### src/rtl/ubp_pkg.sv
package ubp_pkg;
    typedef enum logic [1:0] {
        ST_IDLE   = 2'd0,
        ST_WAIT_Z = 2'd1,
        ST_FILL   = 2'd2
    } ubp_state_t;

    localparam logic [1:0] MODE_PINGPONG = 2'b01;
endpackage

### src/rtl/ubp_ctrl.sv
module ubp_ctrl
    import ubp_pkg::*;
#(
    parameter int SHORT_LEN = 384,
    parameter int LONG_LEN  = 768,
    parameter int CNT_W     = $clog2(LONG_LEN)
) (
    input  logic             clk,
    input  logic             rst_n,
    input  logic             sf_valid,
    input  logic             sf_chan_b,
    input  logic             sf_blk_start,
    input  logic [1:0]       cfg_mode,
    input  logic             cfg_long,
    input  logic             cfg_split,
    input  logic             host_ack,
    output logic             wr_en,
    output logic [CNT_W-1:0] wr_addr,
    output logic             wr_buf,
    output logic             fill_first,
    output logic             fill_done,
    output logic             buf_ready,
    output logic             overrun,
    output ubp_state_t       st
);
    localparam int LEN_W = CNT_W + 1;

    ubp_state_t       st_nx;
    logic [3:0]       cfg_q;
    logic             cfg_chg;
    logic             mode_on;
    logic             accept;
    logic             half_ok;
    logic [LEN_W-1:0] len;
    logic [LEN_W-1:0] half;
    logic [CNT_W-1:0] cnt, a_cnt, b_cnt;

    assign mode_on = (cfg_mode == MODE_PINGPONG);
    assign cfg_chg = ({cfg_mode, cfg_long, cfg_split} != cfg_q);
    assign len     = cfg_long ? LEN_W'(LONG_LEN) : LEN_W'(SHORT_LEN);
    assign half    = len >> 1;

    assign accept = sf_valid && mode_on && !cfg_chg &&
                    ((st == ST_FILL) || (st == ST_WAIT_Z && sf_blk_start));
    assign half_ok = sf_chan_b ? ({1'b0, b_cnt} < half) : ({1'b0, a_cnt} < half);
    assign wr_en      = accept && (!cfg_split || half_ok);
    assign fill_first = accept && (cnt == '0);
    assign fill_done  = accept && ({1'b0, cnt} == len - 1'b1);

    always_comb begin
        if (!cfg_split)
            wr_addr = cnt;
        else if (sf_chan_b)
            wr_addr = CNT_W'(half) + b_cnt;
        else
            wr_addr = a_cnt;
    end

    // next-state logic
    always_comb begin
        st_nx = st;
        if (!mode_on)
            st_nx = ST_IDLE;
        else if (cfg_chg)
            st_nx = ST_WAIT_Z;
        else begin
            unique case (st)
                ST_IDLE:   st_nx = ST_WAIT_Z;
                ST_WAIT_Z: if (accept) st_nx = ST_FILL;
                ST_FILL:   st_nx = ST_FILL;
                default:   st_nx = ST_IDLE;
            endcase
        end
    end

    // state register
    always_ff @(posedge clk or negedge rst_n) begin
        if (!rst_n)
            st <= ST_IDLE;
        else
            st <= st_nx;
    end

    // fill counters
    always_ff @(posedge clk or negedge rst_n) begin
        if (!rst_n) begin
            cnt   <= '0;
            a_cnt <= '0;
            b_cnt <= '0;
        end else if (!accept) begin
            if (st != ST_FILL || cfg_chg || !mode_on) begin
                cnt   <= '0;
                a_cnt <= '0;
                b_cnt <= '0;
            end
        end else if (fill_done) begin
            cnt   <= '0;
            a_cnt <= '0;
            b_cnt <= '0;
        end else begin
            cnt <= cnt + 1'b1;
            if (half_ok) begin
                if (sf_chan_b) b_cnt <= b_cnt + 1'b1;
                else           a_cnt <= a_cnt + 1'b1;
            end
        end
    end

    // outputs: buffer swap, ready, overrun
    always_ff @(posedge clk or negedge rst_n) begin
        if (!rst_n) begin
            cfg_q     <= '0;
            wr_buf    <= 1'b0;
            buf_ready <= 1'b0;
            overrun   <= 1'b0;
        end else begin
            cfg_q <= {cfg_mode, cfg_long, cfg_split};
            if (fill_done)
                wr_buf <= ~wr_buf;
            if (fill_done)
                buf_ready <= 1'b1;
            else if (host_ack)
                buf_ready <= 1'b0;
            if (fill_done && buf_ready && !host_ack)
                overrun <= 1'b1;
            else if (host_ack)
                overrun <= 1'b0;
        end
    end
endmodule

### src/rtl/ubp_store.sv
module ubp_store #(
    parameter int LONG_LEN = 768,
    parameter int CNT_W    = $clog2(LONG_LEN),
    parameter int BYTE_AW  = $clog2(LONG_LEN / 8)
) (
    input  logic               clk,
    input  logic               wr_en,
    input  logic               wr_buf,
    input  logic [CNT_W-1:0]   wr_addr,
    input  logic               wr_bit,
    input  logic               rd_buf,
    input  logic [BYTE_AW-1:0] rd_addr,
    output logic [7:0]         rd_byte
);
    logic [7:0] bank_byte [2];

    for (genvar g = 0; g < 2; g++) begin : g_bank
        logic [LONG_LEN-1:0] bits;

        always_ff @(posedge clk) begin
            if (wr_en && (wr_buf == 1'(g)))
                bits[wr_addr] <= wr_bit;
        end

        assign bank_byte[g] = bits[{rd_addr, 3'b000} +: 8];
    end

    assign rd_byte = rd_buf ? bank_byte[1] : bank_byte[0];
endmodule

### src/rtl/ubp_irq.sv
module ubp_irq
    import ubp_pkg::*;
#(
    parameter int                 CAT_W   = 8,
    parameter logic [CAT_W-1:0]   DAT_CAT = 8'hC0
) (
    input  logic             clk,
    input  logic             rst_n,
    input  ubp_state_t       st,
    input  logic             fill_first,
    input  logic             fill_done,
    input  logic             first_bit,
    input  logic             cfg_dat_filt,
    input  logic [CAT_W-1:0] cat_code,
    output logic             irq
);
    logic cur_id, prev_id, prev_ok;
    logic dat_on, fire;

    assign dat_on = cfg_dat_filt && (cat_code == DAT_CAT);
    assign fire   = !dat_on || !prev_ok || (cur_id != prev_id);

    always_ff @(posedge clk or negedge rst_n) begin
        if (!rst_n) begin
            cur_id  <= 1'b0;
            prev_id <= 1'b0;
            prev_ok <= 1'b0;
            irq     <= 1'b0;
        end else begin
            irq <= fill_done && fire;
            if (fill_first)
                cur_id <= first_bit;
            if (fill_done) begin
                prev_id <= cur_id;
                prev_ok <= 1'b1;
            end else if (st != ST_FILL) begin
                prev_ok <= 1'b0;
            end
        end
    end
endmodule

### src/rtl/ubit_pingpong.sv
module ubit_pingpong
    import ubp_pkg::*;
#(
    parameter int               SHORT_LEN = 384,
    parameter int               LONG_LEN  = 768,
    parameter int               CAT_W     = 8,
    parameter logic [CAT_W-1:0] DAT_CAT   = 8'hC0,
    localparam int              CNT_W     = $clog2(LONG_LEN),
    localparam int              BYTE_AW   = $clog2(LONG_LEN / 8)
) (
    input  logic               clk,
    input  logic               rst_n,
    input  logic               sf_valid,
    input  logic               sf_chan_b,
    input  logic               sf_blk_start,
    input  logic               sf_user,
    input  logic [1:0]         cfg_mode,
    input  logic               cfg_long,
    input  logic               cfg_split,
    input  logic               cfg_dat_filt,
    input  logic [CAT_W-1:0]   cat_code,
    input  logic               host_ack,
    input  logic [BYTE_AW-1:0] rd_addr,
    output logic [7:0]         rd_byte,
    output logic               buf_ready,
    output logic               rd_buf,
    output logic               overrun,
    output logic               irq
);
    ubp_state_t       st;
    logic             wr_en, wr_buf, fill_first, fill_done;
    logic [CNT_W-1:0] wr_addr;

    ubp_ctrl #(.SHORT_LEN(SHORT_LEN), .LONG_LEN(LONG_LEN), .CNT_W(CNT_W)) u_ctrl (
        .clk(clk), .rst_n(rst_n), .sf_valid(sf_valid), .sf_chan_b(sf_chan_b),
        .sf_blk_start(sf_blk_start), .cfg_mode(cfg_mode), .cfg_long(cfg_long),
        .cfg_split(cfg_split), .host_ack(host_ack), .wr_en(wr_en), .wr_addr(wr_addr),
        .wr_buf(wr_buf), .fill_first(fill_first), .fill_done(fill_done),
        .buf_ready(buf_ready), .overrun(overrun), .st(st)
    );

    ubp_store #(.LONG_LEN(LONG_LEN), .CNT_W(CNT_W), .BYTE_AW(BYTE_AW)) u_store (
        .clk(clk), .wr_en(wr_en), .wr_buf(wr_buf), .wr_addr(wr_addr),
        .wr_bit(sf_user), .rd_buf(rd_buf), .rd_addr(rd_addr), .rd_byte(rd_byte)
    );

    ubp_irq #(.CAT_W(CAT_W), .DAT_CAT(DAT_CAT)) u_irq (
        .clk(clk), .rst_n(rst_n), .st(st), .fill_first(fill_first),
        .fill_done(fill_done), .first_bit(sf_user), .cfg_dat_filt(cfg_dat_filt),
        .cat_code(cat_code), .irq(irq)
    );

    assign rd_buf = ~wr_buf;
endmodule

### config.mk
export PLATFORM = sky130hd
export DESIGN_NAME = ubit_pingpong
export DESIGN_NICKNAME = d
export VERILOG_FILES = /design/src/rtl/ubp_pkg.sv /design/src/rtl/ubp_ctrl.sv /design/src/rtl/ubp_store.sv /design/src/rtl/ubp_irq.sv /design/src/rtl/ubit_pingpong.sv
export SDC_FILE = /design/constraint.sdc
export NUM_CORES = 2
export LEC_CHECK = 0
export ABC_AREA = 0
export CORE_MARGIN = 2
export CORE_UTILIZATION = 40
export DETAILED_ROUTE_END_ITERATION = 10
export PLACE_DENSITY = 0.64
export SYNTH_ARGS = -nofsm -noshare
export SYNTH_HDL_FRONTEND = slang
export SYNTH_SLANG_ARGS = --single-unit
### constraint.sdc
create_clock -name clk -period 6.4 [get_ports clk]
set_clock_uncertainty 0.05 [all_clocks]
set_input_delay 1.28 -clock clk [delete_from_list [all_inputs] [get_ports clk]]
set_output_delay 1.28 -clock clk [all_outputs]
set_load 0.02 [all_outputs]
=== Yosys cells after proc, flatten, opt, wreduce, memory -nomap -nowiden ===
Cells that the tools add are included.

* Flip-flop bits (word level): 1579
* Word-level logic and storage cells: 101
* Output and inout port bits: 12
* Input bits: 27

* Shift-type cells: 2
* Order comparisons: 4
* Equality and inequality tests: 12
* $add $sub $neg: 5
* Reduce and logical (&&, ||, !) cells: 34
* Multiplexer cells: 29
* Bitwise logic cells: 1

{| class="wikitable"
|+ Operators with widths
! operator !! number
|-
| bitwise mux 768 bit || 2
|-
| indexed part select 768 x 11 -> 8 bit || 2
|-
| 2-to-1 mux 10 bit || 14
|-
| adder 10 x 1 -> 10 bit, second input constant || 3
|-
| less-than comparator 10 bit || 2
|-
| logical AND 1 bit || 14
|-
| == test 10 x 11 -> 1 bit || 1
|-
| less-than comparator 10 x 11 -> 1 bit, second input constant || 1
|-
| subtractor 11 x 1 -> 11 bit, second input constant || 1
|-
| adder 10 bit || 1
|-
| demux 1 bit (select 10 bit) || 1
|-
| greater-or-equal comparator 10 x 1 -> 1 bit, second input constant || 1
|-
| zero test 10 bit || 1
|-
| != test 3 x 2 -> 1 bit, second input constant || 3
|-
| == test 8 bit, second input constant || 1
|-
| 2-to-1 mux 8 bit || 1
|-
| nonzero test 2 bit || 4
|-
| 2-to-1 mux 1 bit || 7
|-
| zero test 1 bit || 6
|-
| logical OR 1 bit || 6
|-
| 2-to-1 mux 2 bit || 3
|-
| case mux 2 bit (3 select lines) || 1
|-
| AND reduction 3 bit || 2
|-
| == test 2 x 1 -> 1 bit, second input constant || 2
|-
| 7 further kinds || 7
|}

=== Depth between registers and ports, before layout ===
* Depth after elaboration: 9
* Gate-level depth with buffers: 11
* Gate-level depth less buffers: 10

=== Modules after synthesis ===
A second synthesis with hierarchy kept.

* Cell total of the unflattened synthesis: 4985
* Area total of the unflattened synthesis: 69117.5 um2

{| class="wikitable"
|+ Modules (own cells, without submodules)
! module !! area each (um2) !! seq. area each (um2) !! cells each !! times used
|-
| ubp_store || 66508.8 || 46124.2 || 4698 || 1
|-
| ubp_ctrl || 2421.1 || 975.9 || 272 || 1
|-
| ubp_irq || 183.9 || 100.1 || 14 || 1
|-
| ubit_pingpong || 3.8 || 0.0 || 1 || 1
|}

=== Worst setup path after synthesis ===
No wires, ideal clock.

* Path kind: input port to output port
* Start: in rd_addr[0]
* End: out rd_byte[1]
* Path buffers: 5
* Path slack: 1657 ps
* Stages on the path: 10
* Arrival time: 3413 ps
* Required time: 5070 ps
* Cells stage by stage: clkbuf_1 -> buf_4 -> buf_2 -> buf_2 -> buf_2 -> mux4_2 -> a22oi_1 -> a31oi_1 -> a211oi_1 -> nand4_1

* Word-level cells in the longest chain between the ends: 2
* Elaborated cells on any way between the ends: 3
* Those cells by class: shift: 2; mux: 1

{| class="wikitable"
|+ Ends and longest elaborated chain
! element !! line !! RTL
|-
| from (decl) || ubit_pingpong.sv:23 || <nowiki>input logic [BYTE_AW-1:0] rd_addr,</nowiki>
|-
| indexed part select 768 x 11 -> 8 bit || ubp_store.sv:25 || <nowiki>assign bank_byte[g] = bits[{rd_addr, 3'b000} +: 8];</nowiki>
|-
| 2-to-1 mux 8 bit * || ubp_store.sv:28 || <nowiki>assign rd_byte = rd_buf ? bank_byte[1] : bank_byte[0];</nowiki>
|-
| to (decl) || ubit_pingpong.sv:24 || <nowiki>output logic [7:0] rd_byte,</nowiki>
|}

Mark *: on every way between the ends. The rest lies on a longest branch, timed or not.

=== Worst setup path in the final report ===
* Start: reg u_ctrl.wr_buf
* End: out rd_byte[1]

* Word-level cells in the longest chain between the ends: 1

{| class="wikitable"
|+ Ends and longest elaborated chain
! element !! line !! RTL
|-
| from (decl) || ubp_ctrl.sv:19 || <nowiki>output logic wr_buf,</nowiki>
|-
| from (signal assigned) || ubp_ctrl.sv:119 || <nowiki>wr_buf <= ~wr_buf;</nowiki>
|-
| 2-to-1 mux 8 bit || ubp_store.sv:28 ||
|}

No other way between the ends.

==> run summary <==
For the count of synthesis-stage warnings from yosys, the log shows 0. The region available for standard cell placement spans 171000 um2. The logs give 0 for the count of pins over their slew limit and 4978 for the number of nets produced by synthesis. Proportion of synthesized flip-flops having asynchronous set or reset: 0.0272.

The H-tree was split into 4 levels. The ratio of final minimum period to clock period is 0.974, and the wire length of the first global-routing pass is 267000 um. Dividing the detail-routed wire length by the instance count gives 24.9 um.

The number of setup violations in the final report is 0, and the fraction of power spent switching nets is 0.213. The flip-flop and latch count after synthesis came out at 1579. The number of enable flip-flop cells after synthesis works out to 1536.

VDD sags by at most 248 uV. The clock transition at the register clock pins on the worst setup and hold paths after CTS came out at 0.06 ns. Via count of the first global-routing pass: 41000. For the global route total overflow, the log shows 0.

In the layout the commonest cells are 1599 x nor2_1, 1536 x edfxtp_1, 294 x mux4_2. The critical path goes through buf_12, inv_2, nand2_1, and3_1, a2111oi_1, buf_4, a211oi_1, nand4_1, clkdlybuf4s50_1. The run finished with clean final reports.

The detailed-router iteration count before antenna repair is 6. The netlist uses 65 different library cells. For this run, the slowest stage of the critical path takes 0.80 ns. For the final number of hold-violating endpoints, the log shows 0. The tightest min-delay check is of the register to register type. Synthesis produced 4938 cells. For this run, design rule violations remaining after detail routing come to 0. In the synthesized netlist the dominant register cell turns out to be edfxtp_1.

From left edge to right edge, the die measures 419 um. Static timing analysis puts the maximum clock frequency at 160 MHz. STA puts the critical path data required time at 5.07 ns. Summing all multi-input logic gate instances after layout gives 19700 um2. For the aggregate global-route resource usage, the log shows 0.206. The tools report the sum of negative setup slack as 0 ns. In this run the worst path has a maximum fanout of 27.

The run gives 4923 as the number of nets in the layout. TritonCTS built the clock tree. The internal power was 16.6 mW.

The kind of launch point of the worst setup path is a register. The logs give 39 for the count of pins on the block boundary and 182000 um for the aggregate routed wire length. The area added between synthesis and finish came out at 11.6%. The run gives 11 as the number of antenna violations at the first check in global routing.

Slew at the pin closest to its max-slew limit: 1.03 ns. The effective utilization at floorplan was 0.402. The detailed router finished its first iteration with 5606 violations.

The power share of the combinational group came out at 0.041. After floorplanning, the core was divided into 152 placement rows. The worst setup path is captured at an output port. For this design the total switching power over the nets is 4.49 mW. Count of port buffers added during placement: 38. In the final layout, flip-flops and latches occupy 47200 um2. Dividing the detail-routed via count by the number of cells gives 5.74. The residual antenna-violating net count after detailed routing was 0; the mean post-synth cell area was 14.0 um2. The filler cells instantiated in the layout total 15100. The tool flagged a number of max-cap violations equal to 0. The final weighted congestion in routability-driven placement came out at 0.851. The leakage power was 23.4 nW. The completed layout was analyzed and its total power is 21.1 mW. The logs give 162 for the total CTS buffers and 107000 um for the estimated wirelength of the detail-placed design. The portion of total power attributed to sequential cells was 0.538.

The tree is rooted in a clkbuf_16. The total power divided by cell area is 274 nW/um2, and the post-synthesis sequential area ratio is 0.685. Data arrives at the worst endpoint at 4.90 ns. The die is 419 um tall. The critical path in this run is classified as register to output port.

Setup repair after global routing left no endpoint under its margin. For the via count, the log shows 42100. After synthesis the cells add up to 68900 um2. For the pin count of the biggest net entering global routing, the log shows 227. The library cell used most frequently in the layout, excluding fill and tap cells, is nor2_1. The maximum clock insertion buffer count is 3, and the total number of clock tree sinks is 1579. At the later pin of the worst-skew pair, clock insertion delay measures 0.80 ns. For this design, the slowest cell found on the critical path is a2111oi_1. The fraction of final layout cells with drive strength greater than 1 was 0.160; the cts-stage hold buffer count was 0. The run gives 0.421 as the proportion of power drawn by the clock network. The routed design could run at a clock period as short as 6.23 ns. The remaining max-slew budget at the tightest pin was 0.313. The area enclosed by the die boundary is 176000 um2.
==> sequential cells by signal (all words and copies together) (netlist names) <==
name	count
u_store.g_bank.bits	1536
u_ctrl.a_cnt	10
u_ctrl.b_cnt	10
u_ctrl.cnt	10
u_ctrl.cfg_q	4
u_ctrl.st	2
u_ctrl.buf_ready	1
u_ctrl.overrun	1
u_ctrl.wr_buf	1
u_irq.cur_id	1
u_irq.irq	1
u_irq.prev_id	1
u_irq.prev_ok	1
==> cells in the mapped netlist (all sizes together) (13+ instances only) <==
library cell  count  area share
inv              17     0.00093
nand3            50      0.0037
mux2             23      0.0038
clkbuf          207       0.011
edfxtp         1536        0.67
a22oi           101       0.011
mux4            294       0.096
a22o             18      0.0023
o22ai            22      0.0020
a211oi           13      0.0014
o21ai            35      0.0025
nor2b            19      0.0017
nand2           197       0.011
dfrtp            43       0.016
o211ai           19      0.0021
ha               13      0.0024
nor2           1608       0.088
nand4            22      0.0020
a21oi            51      0.0037
o221ai           20      0.0025
mux2i           201       0.029
a31oi            32      0.0030
buf             257       0.019
==> kinds of logic (layout without fill, tap and decap cells) <==
| logic type | after synthesis | in the layout | share of synthesized area |
|---|---|---|---|
| flip-flops | 1579 | 1579 | 0.685 |
| XOR/XNOR | 7 | 7 | 0.000890 |
| buffers and inverters | 481 | 552 | 0.0310 |
| multiplexers | 518 | 518 | 0.129 |
| adder cells (fa/ha/maj) | 13 | 13 | 0.00236 |
| AND/OR/NAND/NOR | 1972 | 1972 | 0.114 |
| other | 0 | 1 | 0 |
| AO/OA/AOI/OAI | 368 | 368 | 0.0376 |
==> path summary, 6_finish.rpt <==
| path | cells after the start | from | slack (ns) | end |
|---|---|---|---|---|
| worst max-delay path | 9 | u_ctrl.wr_buf | 0.17 | rd_byte[1] |
| worst min-delay path | 2 | u_irq.prev_ok | 0.46 | u_irq.prev_ok |
| worst max register to register | 8 | u_ctrl.wr_buf | 2.28 | u_store.g_bank[1].bits[597] |
| worst min register to register | 2 | u_irq.prev_ok | 0.46 | u_irq.prev_ok |
| max in group asynchronous | 1 | rst_n | 4.93 | u_ctrl.wr_buf |
| min in group asynchronous | 1 | rst_n | 0.61 | u_ctrl.b_cnt[0] |
==> worst max-delay path: cells and delay by family, from the launching register on <==
kind / cells / cell delay, ns
buffers and inverters: 4 / 1.82
flip-flops: 1 / 0.68
AO/OA/AOI/OAI: 2 / 0.85
AND/OR/NAND/NOR: 3 / 0.67
==> what timing repair did <==
action                     4_1_cts  5_1_grt
setup endpoints to repair        1        0
setup buffers                    1        0
resized for setup                1        0
==> area by class of cell <==
type,instances,area share
multi-input combinational,2878,0.256
clock inverter,74,0.00656
timing repair buffer,245,0.0285
tap,2310,0.0376
sequential,1579,0.614
inverter,17,0.000830
antenna,1,0.0000325
clock buffer,216,0.0570
==> per-layer routing <==
metal	share of wire	wire (um)	global-route usage
met1	0.40	72500	0.277
met2	0.48	87500	0.335
met3	0.088	16000	0.0408
met4	0.032	5900	0.0676
met5	0.00025	45	0
==> metrics by stage <==
step	cell area, um2	utilization	std cells	hold slack [ns]	worst slack, ns
2_1_floorplan	68900	-	4938	0.400	1.66
3_3_place_gp	72000	0.420	7027	0.447	-0.0396
3_5_place_dp	72000	0.420	7028	0.444	-0.0180
4_1_cts	76900	0.449	7319	0.459	0.136
5_1_grt	76900	0.449	7319	0.473	0.0517
6_report	76900	0.449	7320	0.459	0.168
==> power groups by stage <==
stage	logic, mW	clock network [mW]	registers [mW]
after floorplan	0.422	0	11.6
after global placement	0.861	0	11.6
after detailed placement	0.871	0	11.6
after CTS	0.874	9.01	11.3
after global routing	0.921	9.39	11.3
final	0.875	8.88	11.3
No activity file was read; power rests on OpenSTA's default activity.
